File: config.mk
export PLATFORM = sky130hd
export DESIGN_NAME = acc_alu
export DESIGN_NICKNAME = d
export VERILOG_FILES = /design/src/rtl/acc_alu_pkg.sv /design/src/rtl/acc_alu_regs.sv /design/src/rtl/acc_alu_arith.sv /design/src/rtl/acc_alu_decadj.sv /design/src/rtl/acc_alu_flags.sv /design/src/rtl/acc_alu.sv
export SDC_FILE = /design/constraint.sdc
export NUM_CORES = 1
export LEC_CHECK = 0
export ABC_AREA = 0
export BUFFER_PORTS_ARGS = -buffer_cell sky130_fd_sc_hd__buf_2
export CORE_UTILIZATION = 54
export DETAILED_ROUTE_END_ITERATION = 6
export GPL_ROUTABILITY_DRIVEN = 0
export PLACE_DENSITY = 0.9
export SYNTH_ARGS = -nofsm -noshare
export SYNTH_HDL_FRONTEND = slang
export SYNTH_SLANG_ARGS = --single-unit
File: constraint.sdc
create_clock -name clk -period 4 [get_ports clk]
set_clock_uncertainty 0.2 [all_clocks]
set_input_delay 0.6 -clock clk [delete_from_list [all_inputs] [get_ports clk]]
set_output_delay 0.6 -clock clk [all_outputs]
set_load 0.03 [all_outputs]
File: src/rtl/acc_alu_pkg.sv
// Shared definitions for the accumulator ALU: widths, flag bit
// positions and operation codes. Assumes an 8-bit datapath split
// into two 4-bit nibbles for the auxiliary carry.
package acc_alu_pkg;
    localparam int DW = 8;
    localparam int NW = DW / 2;
    localparam int FW = 5;

    localparam int F_CY = 0;
    localparam int F_P  = 1;
    localparam int F_AC = 2;
    localparam int F_Z  = 3;
    localparam int F_S  = 4;

    localparam logic [FW-1:0] MASK_ALL = '1;
    localparam logic [FW-1:0] MASK_CY  = FW'(1) << F_CY;

    typedef enum logic [3:0] {
        OP_ADD = 4'd0,
        OP_ADC = 4'd1,
        OP_SUB = 4'd2,
        OP_SBB = 4'd3,
        OP_AND = 4'd4,
        OP_XOR = 4'd5,
        OP_OR  = 4'd6,
        OP_CMP = 4'd7,
        OP_RLC = 4'd8,
        OP_RRC = 4'd9,
        OP_RAL = 4'd10,
        OP_RAR = 4'd11,
        OP_DAA = 4'd12
    } alu_op_e;

    // True for the four rotate codes.
    function automatic logic is_rotate(alu_op_e op);
        return (op == OP_RLC) || (op == OP_RRC) || (op == OP_RAL) || (op == OP_RAR);
    endfunction

    // True for the three bitwise codes.
    function automatic logic is_logic(alu_op_e op);
        return (op == OP_AND) || (op == OP_XOR) || (op == OP_OR);
    endfunction
endpackage

File: src/rtl/acc_alu_regs.sv
// Operand storage: accumulator, its shadow copy used as the first
// operand, and the second-operand register fed from the bus.
// Assumes an ALU write to the accumulator outranks a bus load.
module acc_alu_regs
    import acc_alu_pkg::*;
(
    input  logic          clk,
    input  logic          rst_n,
    input  logic [DW-1:0] bus_in,
    input  logic          ld_tmp,
    input  logic          ld_act,
    input  logic          ld_acc_bus,
    input  logic          acc_wr,
    input  logic [DW-1:0] acc_wdata,
    output logic [DW-1:0] acc_q,
    output logic [DW-1:0] act_q,
    output logic [DW-1:0] tmp_q
);
    // Accumulator: ALU result first, bus load second.
    always_ff @(posedge clk) begin
        if (!rst_n)          acc_q <= '0;
        else if (acc_wr)     acc_q <= acc_wdata;
        else if (ld_acc_bus) acc_q <= bus_in;
    end

    // Shadow operand: snapshot of the accumulator on request.
    always_ff @(posedge clk) begin
        if (!rst_n)      act_q <= '0;
        else if (ld_act) act_q <= acc_q;
    end

    // Second operand: captured from the bus.
    always_ff @(posedge clk) begin
        if (!rst_n)      tmp_q <= '0;
        else if (ld_tmp) tmp_q <= bus_in;
    end


    acc_hold_chk: assert property (@(posedge clk) disable iff (!rst_n)
        (!acc_wr && !ld_acc_bus) |=> (acc_q == $past(acc_q)));


    acc_prio_chk: assert property (@(posedge clk) disable iff (!rst_n)
        acc_wr |=> (acc_q == $past(acc_wdata)));
endmodule

File: src/rtl/acc_alu_arith.sv
// Combinational sum, difference, bitwise and rotate unit. Produces
// the result, new CY and AC, the set of flags the code updates and
// whether the result is stored. Assumes DW = 2*NW.
module acc_alu_arith
    import acc_alu_pkg::*;
(
    input  alu_op_e       op,
    input  logic [DW-1:0] opa,
    input  logic [DW-1:0] opb,
    input  logic          cy_in,
    output logic [DW-1:0] res,
    output logic          cy_out,
    output logic          ac_out,
    output logic [FW-1:0] upd_mask,
    output logic          store_res
);
    logic          cin;
    logic [DW:0]   sum_w;
    logic [NW:0]   sum_lo;
    logic [DW:0]   dif_w;
    logic [NW:0]   dif_lo;

    // Carry or borrow selection and the two wide adders.
    always_comb begin
        cin    = ((op == OP_ADC) || (op == OP_SBB)) ? cy_in : 1'b0;
        sum_w  = {1'b0, opa} + {1'b0, opb} + {{DW{1'b0}}, cin};
        sum_lo = {1'b0, opa[NW-1:0]} + {1'b0, opb[NW-1:0]} + {{NW{1'b0}}, cin};
        dif_w  = {1'b0, opa} - {1'b0, opb} - {{DW{1'b0}}, cin};
        dif_lo = {1'b0, opa[NW-1:0]} - {1'b0, opb[NW-1:0]} - {{NW{1'b0}}, cin};
    end

    // Per-code result, carries and update mask.
    always_comb begin
        res       = '0;
        cy_out    = 1'b0;
        ac_out    = 1'b0;
        upd_mask  = MASK_ALL;
        store_res = 1'b1;
        unique case (op)
            OP_ADD, OP_ADC: begin
                res    = sum_w[DW-1:0];
                cy_out = sum_w[DW];
                ac_out = sum_lo[NW];
            end
            OP_SUB, OP_SBB, OP_CMP: begin
                res       = dif_w[DW-1:0];
                cy_out    = dif_w[DW];
                ac_out    = dif_lo[NW];
                store_res = (op != OP_CMP);
            end
            OP_AND: res = opa & opb;
            OP_XOR: res = opa ^ opb;
            OP_OR:  res = opa | opb;
            OP_RLC: begin
                res      = {opa[DW-2:0], opa[DW-1]};
                cy_out   = opa[DW-1];
                upd_mask = MASK_CY;
            end
            OP_RRC: begin
                res      = {opa[0], opa[DW-1:1]};
                cy_out   = opa[0];
                upd_mask = MASK_CY;
            end
            OP_RAL: begin
                res      = {opa[DW-2:0], cy_in};
                cy_out   = opa[DW-1];
                upd_mask = MASK_CY;
            end
            OP_RAR: begin
                res      = {cy_in, opa[DW-1:1]};
                cy_out   = opa[0];
                upd_mask = MASK_CY;
            end
            default: begin
                res       = '0;
                upd_mask  = '0;
                store_res = 1'b0;
            end
        endcase
    end


    logic_carry_chk: assert final (!(is_logic(op) && (cy_out || ac_out)));
endmodule

File: src/rtl/acc_alu_decadj.sv
// Combinational decimal correction of the accumulator after a
// packed-BCD add. Assumes the low correction is applied first and
// the high test looks at the intermediate value.
module acc_alu_decadj
    import acc_alu_pkg::*;
(
    input  logic [DW-1:0] acc,
    input  logic          ac_in,
    input  logic          cy_in,
    output logic [DW-1:0] res,
    output logic          ac_out,
    output logic          cy_out
);
    localparam logic [NW-1:0] NIB_MAX = NW'(9);
    localparam logic [NW:0]   LO_ADJ  = (NW+1)'(6);
    localparam logic [DW:0]   LO_ADJW = (DW+1)'(6);
    localparam logic [DW-1:0] HI_ADJ  = DW'(6) << NW;

    logic          lo_fix;
    logic          hi_fix;
    logic [NW:0]   lo_sum;
    logic [DW:0]   step1;

    // Two-stage nibble correction.
    always_comb begin
        lo_fix = (acc[NW-1:0] > NIB_MAX) || ac_in;
        lo_sum = {1'b0, acc[NW-1:0]} + (lo_fix ? LO_ADJ : '0);
        step1  = {1'b0, acc} + (lo_fix ? LO_ADJW : '0);
        hi_fix = (step1[DW-1:NW] > NIB_MAX) || step1[DW] || cy_in;
        res    = step1[DW-1:0] + (hi_fix ? HI_ADJ : '0);
        ac_out = lo_sum[NW];
        cy_out = hi_fix;
    end


    daa_cy_keep_chk: assert final (!(cy_in && !cy_out));
endmodule

File: src/rtl/acc_alu_flags.sv
// Five-bit flag register. On an update, each flag selected by the
// mask takes its new value; S, Z and P are derived from the result.
module acc_alu_flags
    import acc_alu_pkg::*;
(
    input  logic          clk,
    input  logic          rst_n,
    input  logic          upd,
    input  logic [FW-1:0] mask,
    input  logic [DW-1:0] res,
    input  logic          cy_new,
    input  logic          ac_new,
    output logic [FW-1:0] flags_q
);
    logic [FW-1:0] cand;

    // Candidate flag vector from the result and carries.
    always_comb begin
        cand        = '0;
        cand[F_S]   = res[DW-1];
        cand[F_Z]   = (res == '0);
        cand[F_AC]  = ac_new;
        cand[F_P]   = ~^res;
        cand[F_CY]  = cy_new;
    end

    // Masked merge into the stored flags.
    always_ff @(posedge clk) begin
        if (!rst_n)   flags_q <= '0;
        else if (upd) flags_q <= (flags_q & ~mask) | (cand & mask);
    end


    flag_hold_chk: assert property (@(posedge clk) disable iff (!rst_n)
        !upd |=> (flags_q == $past(flags_q)));
endmodule

File: src/rtl/acc_alu.sv
// Top of the accumulator ALU. Ties the operand storage, the
// arithmetic unit, the decimal corrector and the flag register, and
// holds the bus-side result latch. Assumes at most one operation
// per cycle, issued by an external sequencer.
module acc_alu
    import acc_alu_pkg::*;
(
    input  logic          clk,
    input  logic          rst_n,
    input  logic [7:0]    bus_in,
    input  logic          ld_tmp,
    input  logic          ld_act,
    input  logic          ld_acc_bus,
    input  logic          op_valid,
    input  logic [3:0]    op_sel,
    input  logic          dest_acc,
    output logic [7:0]    acc_out,
    output logic [7:0]    res_out,
    output logic [4:0]    flags_out
);
    alu_op_e       op;
    logic [DW-1:0] acc_q, act_q, tmp_q;
    logic [DW-1:0] ar_res, da_res, res_mux;
    logic          ar_cy, ar_ac, da_cy, da_ac, cy_mux, ac_mux;
    logic [FW-1:0] ar_mask, mask_mux;
    logic          ar_store, store_mux;
    logic          acc_wr;
    logic [DW-1:0] res_q;
    logic [FW-1:0] flags_q;
    logic          is_daa;

    assign op = alu_op_e'(op_sel);

    acc_alu_regs u_regs (
        .clk        (clk),
        .rst_n      (rst_n),
        .bus_in     (bus_in),
        .ld_tmp     (ld_tmp),
        .ld_act     (ld_act),
        .ld_acc_bus (ld_acc_bus),
        .acc_wr     (acc_wr),
        .acc_wdata  (res_mux),
        .acc_q      (acc_q),
        .act_q      (act_q),
        .tmp_q      (tmp_q)
    );

    acc_alu_arith u_arith (
        .op        (op),
        .opa       (act_q),
        .opb       (tmp_q),
        .cy_in     (flags_q[F_CY]),
        .res       (ar_res),
        .cy_out    (ar_cy),
        .ac_out    (ar_ac),
        .upd_mask  (ar_mask),
        .store_res (ar_store)
    );

    acc_alu_decadj u_decadj (
        .acc    (acc_q),
        .ac_in  (flags_q[F_AC]),
        .cy_in  (flags_q[F_CY]),
        .res    (da_res),
        .ac_out (da_ac),
        .cy_out (da_cy)
    );

    // Pick the decimal corrector or the arithmetic unit.
    always_comb begin
        is_daa    = (op == OP_DAA);
        res_mux   = is_daa ? da_res  : ar_res;
        cy_mux    = is_daa ? da_cy   : ar_cy;
        ac_mux    = is_daa ? da_ac   : ar_ac;
        mask_mux  = is_daa ? MASK_ALL : ar_mask;
        store_mux = is_daa | ar_store;
        acc_wr    = op_valid && store_mux && dest_acc;
    end

    acc_alu_flags u_flags (
        .clk     (clk),
        .rst_n   (rst_n),
        .upd     (op_valid),
        .mask    (mask_mux),
        .res     (res_mux),
        .cy_new  (cy_mux),
        .ac_new  (ac_mux),
        .flags_q (flags_q)
    );

    // Bus-side result latch for results not sent to the accumulator.
    always_ff @(posedge clk) begin
        if (!rst_n)                                res_q <= '0;
        else if (op_valid && store_mux && !dest_acc) res_q <= res_mux;
    end

    assign acc_out   = acc_q;
    assign res_out   = res_q;
    assign flags_out = flags_q;


    logic_clears_cy_chk: assert property (@(posedge clk) disable iff (!rst_n)
        (op_valid && is_logic(alu_op_e'(op_sel))) |=> !flags_out[F_CY]);


    rotate_keeps_flags_chk: assert property (@(posedge clk) disable iff (!rst_n)
        (op_valid && is_rotate(alu_op_e'(op_sel))) |=> (flags_out[F_S:F_P] == $past(flags_out[F_S:F_P])));


    compare_no_write_chk: assert property (@(posedge clk) disable iff (!rst_n)
        (op_valid && op_sel == 4'd7 && !ld_acc_bus) |=> (acc_out == $past(acc_out) && res_out == $past(res_out)));


    bus_dest_keeps_acc_chk: assert property (@(posedge clk) disable iff (!rst_n)
        (op_valid && !dest_acc && !ld_acc_bus) |=> (acc_out == $past(acc_out)));


    parity_zero_chk: assert property (@(posedge clk) disable iff (!rst_n)
        (op_valid && dest_acc && op_sel != 4'd7 && !is_rotate(alu_op_e'(op_sel)) && op_sel <= 4'd12)
        |=> (flags_out[F_P] == ~^acc_out && flags_out[F_Z] == (acc_out == 8'h00) && flags_out[F_S] == acc_out[7]));
endmodule

==> results of run 1 <==
==> cells in the mapped netlist (all sizes together) (2+ instances only) <==
cell type,instances,area [µm²]
a21boi,2,15.0
or3,3,18.8
clkbuf,8,30.0
nor4,4,40.0
inv,32,120
fa,6,120
mux2,6,67.6
nor3b,4,35.0
a211oi,11,87.6
a2111oi,2,36.3
a21o,5,37.5
a221oi,3,32.5
xnor2,12,105
o31a,3,26.3
a21oi,23,123
nor3,7,40.0
a32oi,5,43.8
a31oi,6,37.5
nand2,14,52.6
o22ai,2,12.5
nor2,38,143
and2,4,27.5
ha,37,463
o221ai,3,26.3
dfxtp,37,741
a22oi,4,30.0
o21ai,24,120
xor2,6,52.6
buf,15,92.6
o21a,4,30.0
nor2b,8,57.6
o211ai,4,30.0
mux2i,20,200
and3,4,25.0
a32o,2,20.0
nand3,7,35.0
nand2b,3,18.8
==> through the flow <==
step | std cells | hold WS [ns] | power (µW) | utilization
floorplan | 395 | 0.286 | 752 | -
CTS | 521 | 0.292 | 1150 | 0.645
global route | 522 | 0.330 | 1220 | 0.646
finish | 522 | 0.305 | 1180 | 0.646
detailed placement | 511 | 0.274 | 888 | 0.625
global placement | 511 | 0.270 | 868 | 0.625
==> area by class of cell <==
type	instances	area [µm²]
multi-input cells	303	2400
fillers	462	2110
flip-flops and latches	37	749
repair buffers	67	405
inverters	32	120
well taps	75	93.8
clock buffers	6	72.6
clock inverters	2	10.0
==> cell families after synthesis <==
| family | after synthesis | share of synthesized area |
|---|---|---|
| muxes | 26 | 0.0801 |
| DFF | 37 | 0.222 |
| AOI/OAI and AO/OA | 113 | 0.240 |
| xor gates and xnor gates | 18 | 0.0472 |
| and+or+nand+nor | 102 | 0.161 |
| buffers and inverters | 55 | 0.0726 |
| adders and majority gates | 44 | 0.177 |
==> final timing paths <==
kind              slack [ns]             from        end
setup / recovery       -0.38  u_regs.acc_q[2]  flip-flop
hold / removal          0.30        flip-flop  flip-flop
setup reg to reg       -0.38  u_regs.acc_q[2]  flip-flop
hold reg to reg         0.30        flip-flop  flip-flop
==> power breakdown <==
part / leakage, µW / internal, µW / switching [µW] / total [µW]
combinational: 0.00138 / 210 / 287 / 497
sequential: 0.000306 / 396 / 30.7 / 426
clock: 0.0000450 / 121 / 135 / 256
total: 0.00173 / 726 / 453 / 1180
==> tightest hold or removal path, cell delays in order (launching register included) <==
cell,delay [ns]
dfxtp_1,0.33
a21oi_1,0.07
nor2_1,0.08
==> per-layer routing <==
metal / up-vias / share of wire / GRT usage
li1: 1523 / - / -
met1: 1582 / 0.39 / 0.378
met2: 250 / 0.46 / 0.497
met3: 70 / 0.099 / 0.0500
met4: 0 / 0.057 / 0.155
met5: - / 0 / 0
==> cell usage in the layout, fill, tap and decap left out, types with 3 or more instances in the layout <==
cell and n:
o211ai_1 4, xnor2_1 10, nand2_1 14, and2_1 3, o221ai_1 3, ha_1 35, nor4_1 3, o31a_1 3
and3_1 3, a21o_1 5, a211oi_1 9, nand3_1 7, o21a_1 4, nor2_1 38, nor3b_1 3, fa_1 4
nor3_1 6, or3_1 3, a32oi_1 5, nand2b_1 3, a21oi_1 21, mux2_2 6, clkbuf_8 5, o21ai_0 23
dfxtp_1 34, a22oi_1 4, buf_2 39, a31oi_1 6, mux2i_1 20, xor2_1 6, buf_4 28, inv_1 32
nor2b_1 7
==> repair_timing <==
| action | in CTS | in global routing |
|---|---|---|
| endpoints found under the setup margin | 2 | 2 |
| buffers inserted | 2 | 1 |
| resized for setup | 4 | 0 |
| hold buffers | 0 | 0 |
| pin swaps | 8 | 0 |
==> impl_metrics.ini, run 1 <==
[route]
drt_iter0_markers = 319
wirelength_um = 10100
wl_per_cell_um = 19.4
vias = 3425
via_per_inst = 6.56
ant_nets = 0
drc = 0
drt-pass1-iter-count = 5

[timing]
maxSlewHeadroom = 0.413
slew_viol_final = 0
timing.final.ws_setup_ns = -0.379
worst_pin_slew_ns = 0.877
fmax_mhz = 228
rsz0062_at_grt = yes
hold_viol_final = 0
fin_setup_tns_ns = -0.379
fin_crit_ns = 4.38
setup_viol = 1
fin_crit_sh = 1.09

[clocking]
clk_latency_ns = 0.29
cts-root-buf = clkbuf_8
cts_tree = yes
cts_sinks = 37
cts_buffer_depth = 2
clk_pin_slew_worst_paths_ns = 0.07
htree_levels = 2
cts_buffers = 5

[critical_path]
cp.required_ns = 3.93
criticalPathCategory = reg2reg
path_buf_inv = 1
crit_path_start_kind = flip-flop
reg2reg_depth = 19
critPathMaxStageDelay_ns = 0.42
arrival_ns = 4.30
cp_top_family = adder cells
slowest_stage = fa_2
crit_chain = o21ai_2 > nand2b_1 > ha_2 > fa_2 > and3_4 > buf_4 > nand3_1 > o31a_1 > a211o_1 > ha_2 > fa_2 > a32oi_1 > o221ai_1 > a211oi_2 > ha_1 > xnor2_2 > xnor2_1 > mux2i_1 > nor2_1
cp-end-kind = flip-flop
critPathMaxFanout = 3
crit_cells = 19

[floorplan]
num_io_pins = 40
die-area_um2 = 6510
floorplan.initialDensity = 0.561
fp-row-count = 28
die_y_um = 80.7
die_w_um = 80.7
core_area_um2 = 5960

[power_and_ir_drop]
leakage_uw = 0.00173
vdd_ir_drop_max_mv = 0.261
p_per_area_nw_per_um2 = 306

[synth]
seq_area_frac_synth = 0.222
synth_area_um2 = 3340
syn_inst = 395
async_flop_share = 0
avgSynthCellArea_um2 = 8.46
synth-seq-cells = 37
synth-main-ff-cell = dfxtp_1
ys_types = 67
syn-num-nets = 457
synth_edf_count = 0
yosys_warnings = 0

[status]
violations = negative setup slack
outcome = complete, but fails checks

[cells_and_area]
finalNetCount = 508
drive_gt1_frac = 0.230
insertedDiodeCount = 0
stdcell_area_um2 = 3850
areaGrowthSynthToFinish_pct = 15.2

[placed_design]
post-place-ws_ns = -0.345
io_buffers = 39
dpl_cell_area_um2 = 3720
dp_hpwl_um = 7290

[global_route]
grt_pass1_vias = 3123
grt_usage = 0.303
antenna_found_initial = 0
gr-total-overflow = 0
grt_max_degree = 27
grt_first_pass_wirelength_um = 15200

[min_path]
worstHoldPathType = reg2reg
hold_depth = 2

[run]
max_cap_violations = 0
(Power assumes the default switching activity.)
==> run 2: changes to the inputs <==
--- a/config.mk
+++ b/config.mk
@@ -7,10 +7,10 @@
 export LEC_CHECK = 0
 export ABC_AREA = 0
 export BUFFER_PORTS_ARGS = -buffer_cell sky130_fd_sc_hd__buf_2
-export CORE_UTILIZATION = 54
+export CORE_UTILIZATION = 59
 export DETAILED_ROUTE_END_ITERATION = 6
 export GPL_ROUTABILITY_DRIVEN = 0
-export PLACE_DENSITY = 0.9
+export PLACE_DENSITY = 0.93
 export SYNTH_ARGS = -nofsm -noshare
 export SYNTH_HDL_FRONTEND = slang
 export SYNTH_SLANG_ARGS = --single-unit
==> constraint.sdc (replaced) <==
create_clock -name clk -period 4.07 [get_ports clk]
set_clock_uncertainty 0.2 [all_clocks]
set_input_delay 0.6105 -clock clk [delete_from_list [all_inputs] [get_ports clk]]
set_output_delay 0.6105 -clock clk [all_outputs]
set_load 0.03 [all_outputs]
==> run 2 against run 1 <==
  * The flow still finishes with violations (negative setup slack)
  * Largest power group unchanged
  * Maximum frequency grew 0.29%
  * Register-to-register slack gained 0.08 ns
  * Total power grew 5.0%
  * Sequential cell count is the same
  * Sequential share of layout area shrank 0.23 points
  * Cell area grew 1.2%
  * Combinational power shrank 2%
  * Via count grew 1.3%
  * Global-route usage grew 4.6 points
  * Worst hold slack lost 0.0060 ns
  * Worst setup slack gained 0.083 ns
==> impl_metrics.ini, run 2 (same netlist as run 1, synthesis figures left out) <==
[status]
outcome = complete, but fails checks
violations = negative setup slack

[power_and_ir_drop]
vdd_ir_drop_max_mv = 0.266
p_per_area_nw_per_um2 = 318
p_total_uw = 1240
leakage_uw = 0.00175

[clocking]
cts-root-buf = clkbuf_8
cts_buffers = 5
clk_latency_ns = 0.30
clk_pin_slew_worst_paths_ns = 0.08
postCtsHoldBufs = 0
cts_buffer_depth = 2
cts_sinks = 37
cts_tree = yes
htree_levels = 2

[global_route]
antenna_found_initial = 0
grt_first_pass_wirelength_um = 16400
gr-total-overflow = 0
grt_usage = 0.349
grt_pass1_vias = 3275
grt_max_degree = 27

[floorplan]
fp-row-count = 27
die_y_um = 77.3
floorplan.initialDensity = 0.611
core_area_um2 = 5470
die_w_um = 77.3
num_io_pins = 40
die-area_um2 = 5970

[timing]
fin_crit_ns = 4.37
fmax_mhz = 229
setup_viol = 1
hold_viol_final = 0
fin_crit_sh = 1.07
worst_pin_slew_ns = 0.828
rsz0062_at_grt = yes
timing.final.ws_setup_ns = -0.297
maxSlewHeadroom = 0.446
slew_viol_final = 0

[critical_path]
crit_path_start_kind = flip-flop
criticalPathCategory = reg2reg
reg2reg_slack_ns = -0.30
crit_start = u_regs.acc_q[2]
reg2reg_depth = 18
cp-end-kind = flip-flop
cp.required_ns = 4.02
r2r-start = u_regs.acc_q[2]
arrival_ns = 4.32
critPathMaxFanout = 3

[route]
wl_met2_um = 4700
routedLengthMet1_um = 3980
wl_per_cell_um = 19.8
drc = 0
wirelength_um = 10300
ant_nets = 0
via_per_inst = 6.68
vias = 3469
highest_layer = met4
drt-pass1-iter-count = 7
wl_met3_um = 1040
drt_iter0_markers = 512

[cells_and_area]
insertedDiodeCount = 0
nFillCells = 363
drive_gt1_frac = 0.237
finalNetCount = 508
final_cell_mix = 39 x buf_2, 38 x nor2_1, 35 x ha_1, 34 x dfxtp_1, 32 x inv_1
final_common_cell = buf_2
post-route-util = 0.711
areaGrowthSynthToFinish_pct = 16.5

[run]
max_cap_violations = 0

[placed_design]
io_buffers = 39
dp_hpwl_um = 7190

[min_path]
hold_depth = 2
worstHoldPathType = reg2reg
run 2: critical path, stage by stage, from the launching register on:
cell      delay, ns
dfxtp_4        0.35
o21ai_2        0.12
nand2b_1       0.09
ha_2           0.20
fa_2           0.37
and3_4         0.20
o31a_1         0.23
a211o_1        0.29
ha_2           0.20
fa_2           0.35
xnor2_2        0.16
xnor2_2        0.15
o211ai_1       0.32
nor4_4         0.06
ha_1           0.32
xnor2_2        0.15
xnor2_1        0.13
mux2i_1        0.22
nor2_1         0.08
run 2: worst min path at each step:
stage / start / to / slack, ns
after detailed placement: flip-flop / flip-flop / 0.28
after CTS: flip-flop / flip-flop / 0.30
after global routing: flip-flop / flip-flop / 0.33
final: flip-flop / flip-flop / 0.30
after floorplan: flip-flop / flip-flop / 0.29
after global placement: flip-flop / flip-flop / 0.27
run 2: stage by stage:
stage | hold WS, ns | setup WS (ns) | area [µm²] | instances | TNS, ns
CTS | 0.296 | -0.115 | 3870 | 518 | -0.115
global placement | 0.267 | -0.0657 | 3710 | 507 | -0.0657
finish | 0.299 | -0.297 | 3890 | 519 | -0.297
detailed placement | 0.278 | -0.281 | 3710 | 507 | -0.281
global route | 0.332 | -0.448 | 3890 | 519 | -0.478
floorplan | 0.286 | -0.212 | 3370 | 395 | -0.212
run 2: layout make-up:
type / instances / area (µm²) / area share
Clock buffer: 6 / 82.6 / 0.0212
Clock inverter: 2 / 37.5 / 0.00964
Inverter: 32 / 120 / 0.0308
Multi-Input combinational cell: 303 / 2410 / 0.619
Sequential cell: 37 / 749 / 0.192
Tap cell: 72 / 90.1 / 0.0231
Timing Repair Buffer: 67 / 405 / 0.104
run 2: power breakdown:
| group | switching [µW] | leakage (µW) | total, µW | internal (µW) |
|---|---|---|---|---|
| Combinational | 282 | 0.00139 | 486 | 204 |
| Clock | 134 | 0.0000574 | 333 | 199 |
| Sequential | 30.1 | 0.000306 | 419 | 389 |
| Total | 446 | 0.00175 | 1240 | 792 |
run 2: per-layer routing:
metal,vias to the layer above,track usage
li1,1520,-
met1,1595,0.442
met2,288,0.551
met3,66,0.0774
met4,0,0.179
met5,-,0
run 2: repair_timing:
action                                 4_1_cts  5_1_grt
endpoints found under the hold margin        0        0
setup endpoints to repair                    1        2
setup buffers                                3        1
pin swaps                                    8        2
gates resized for setup                      3        3
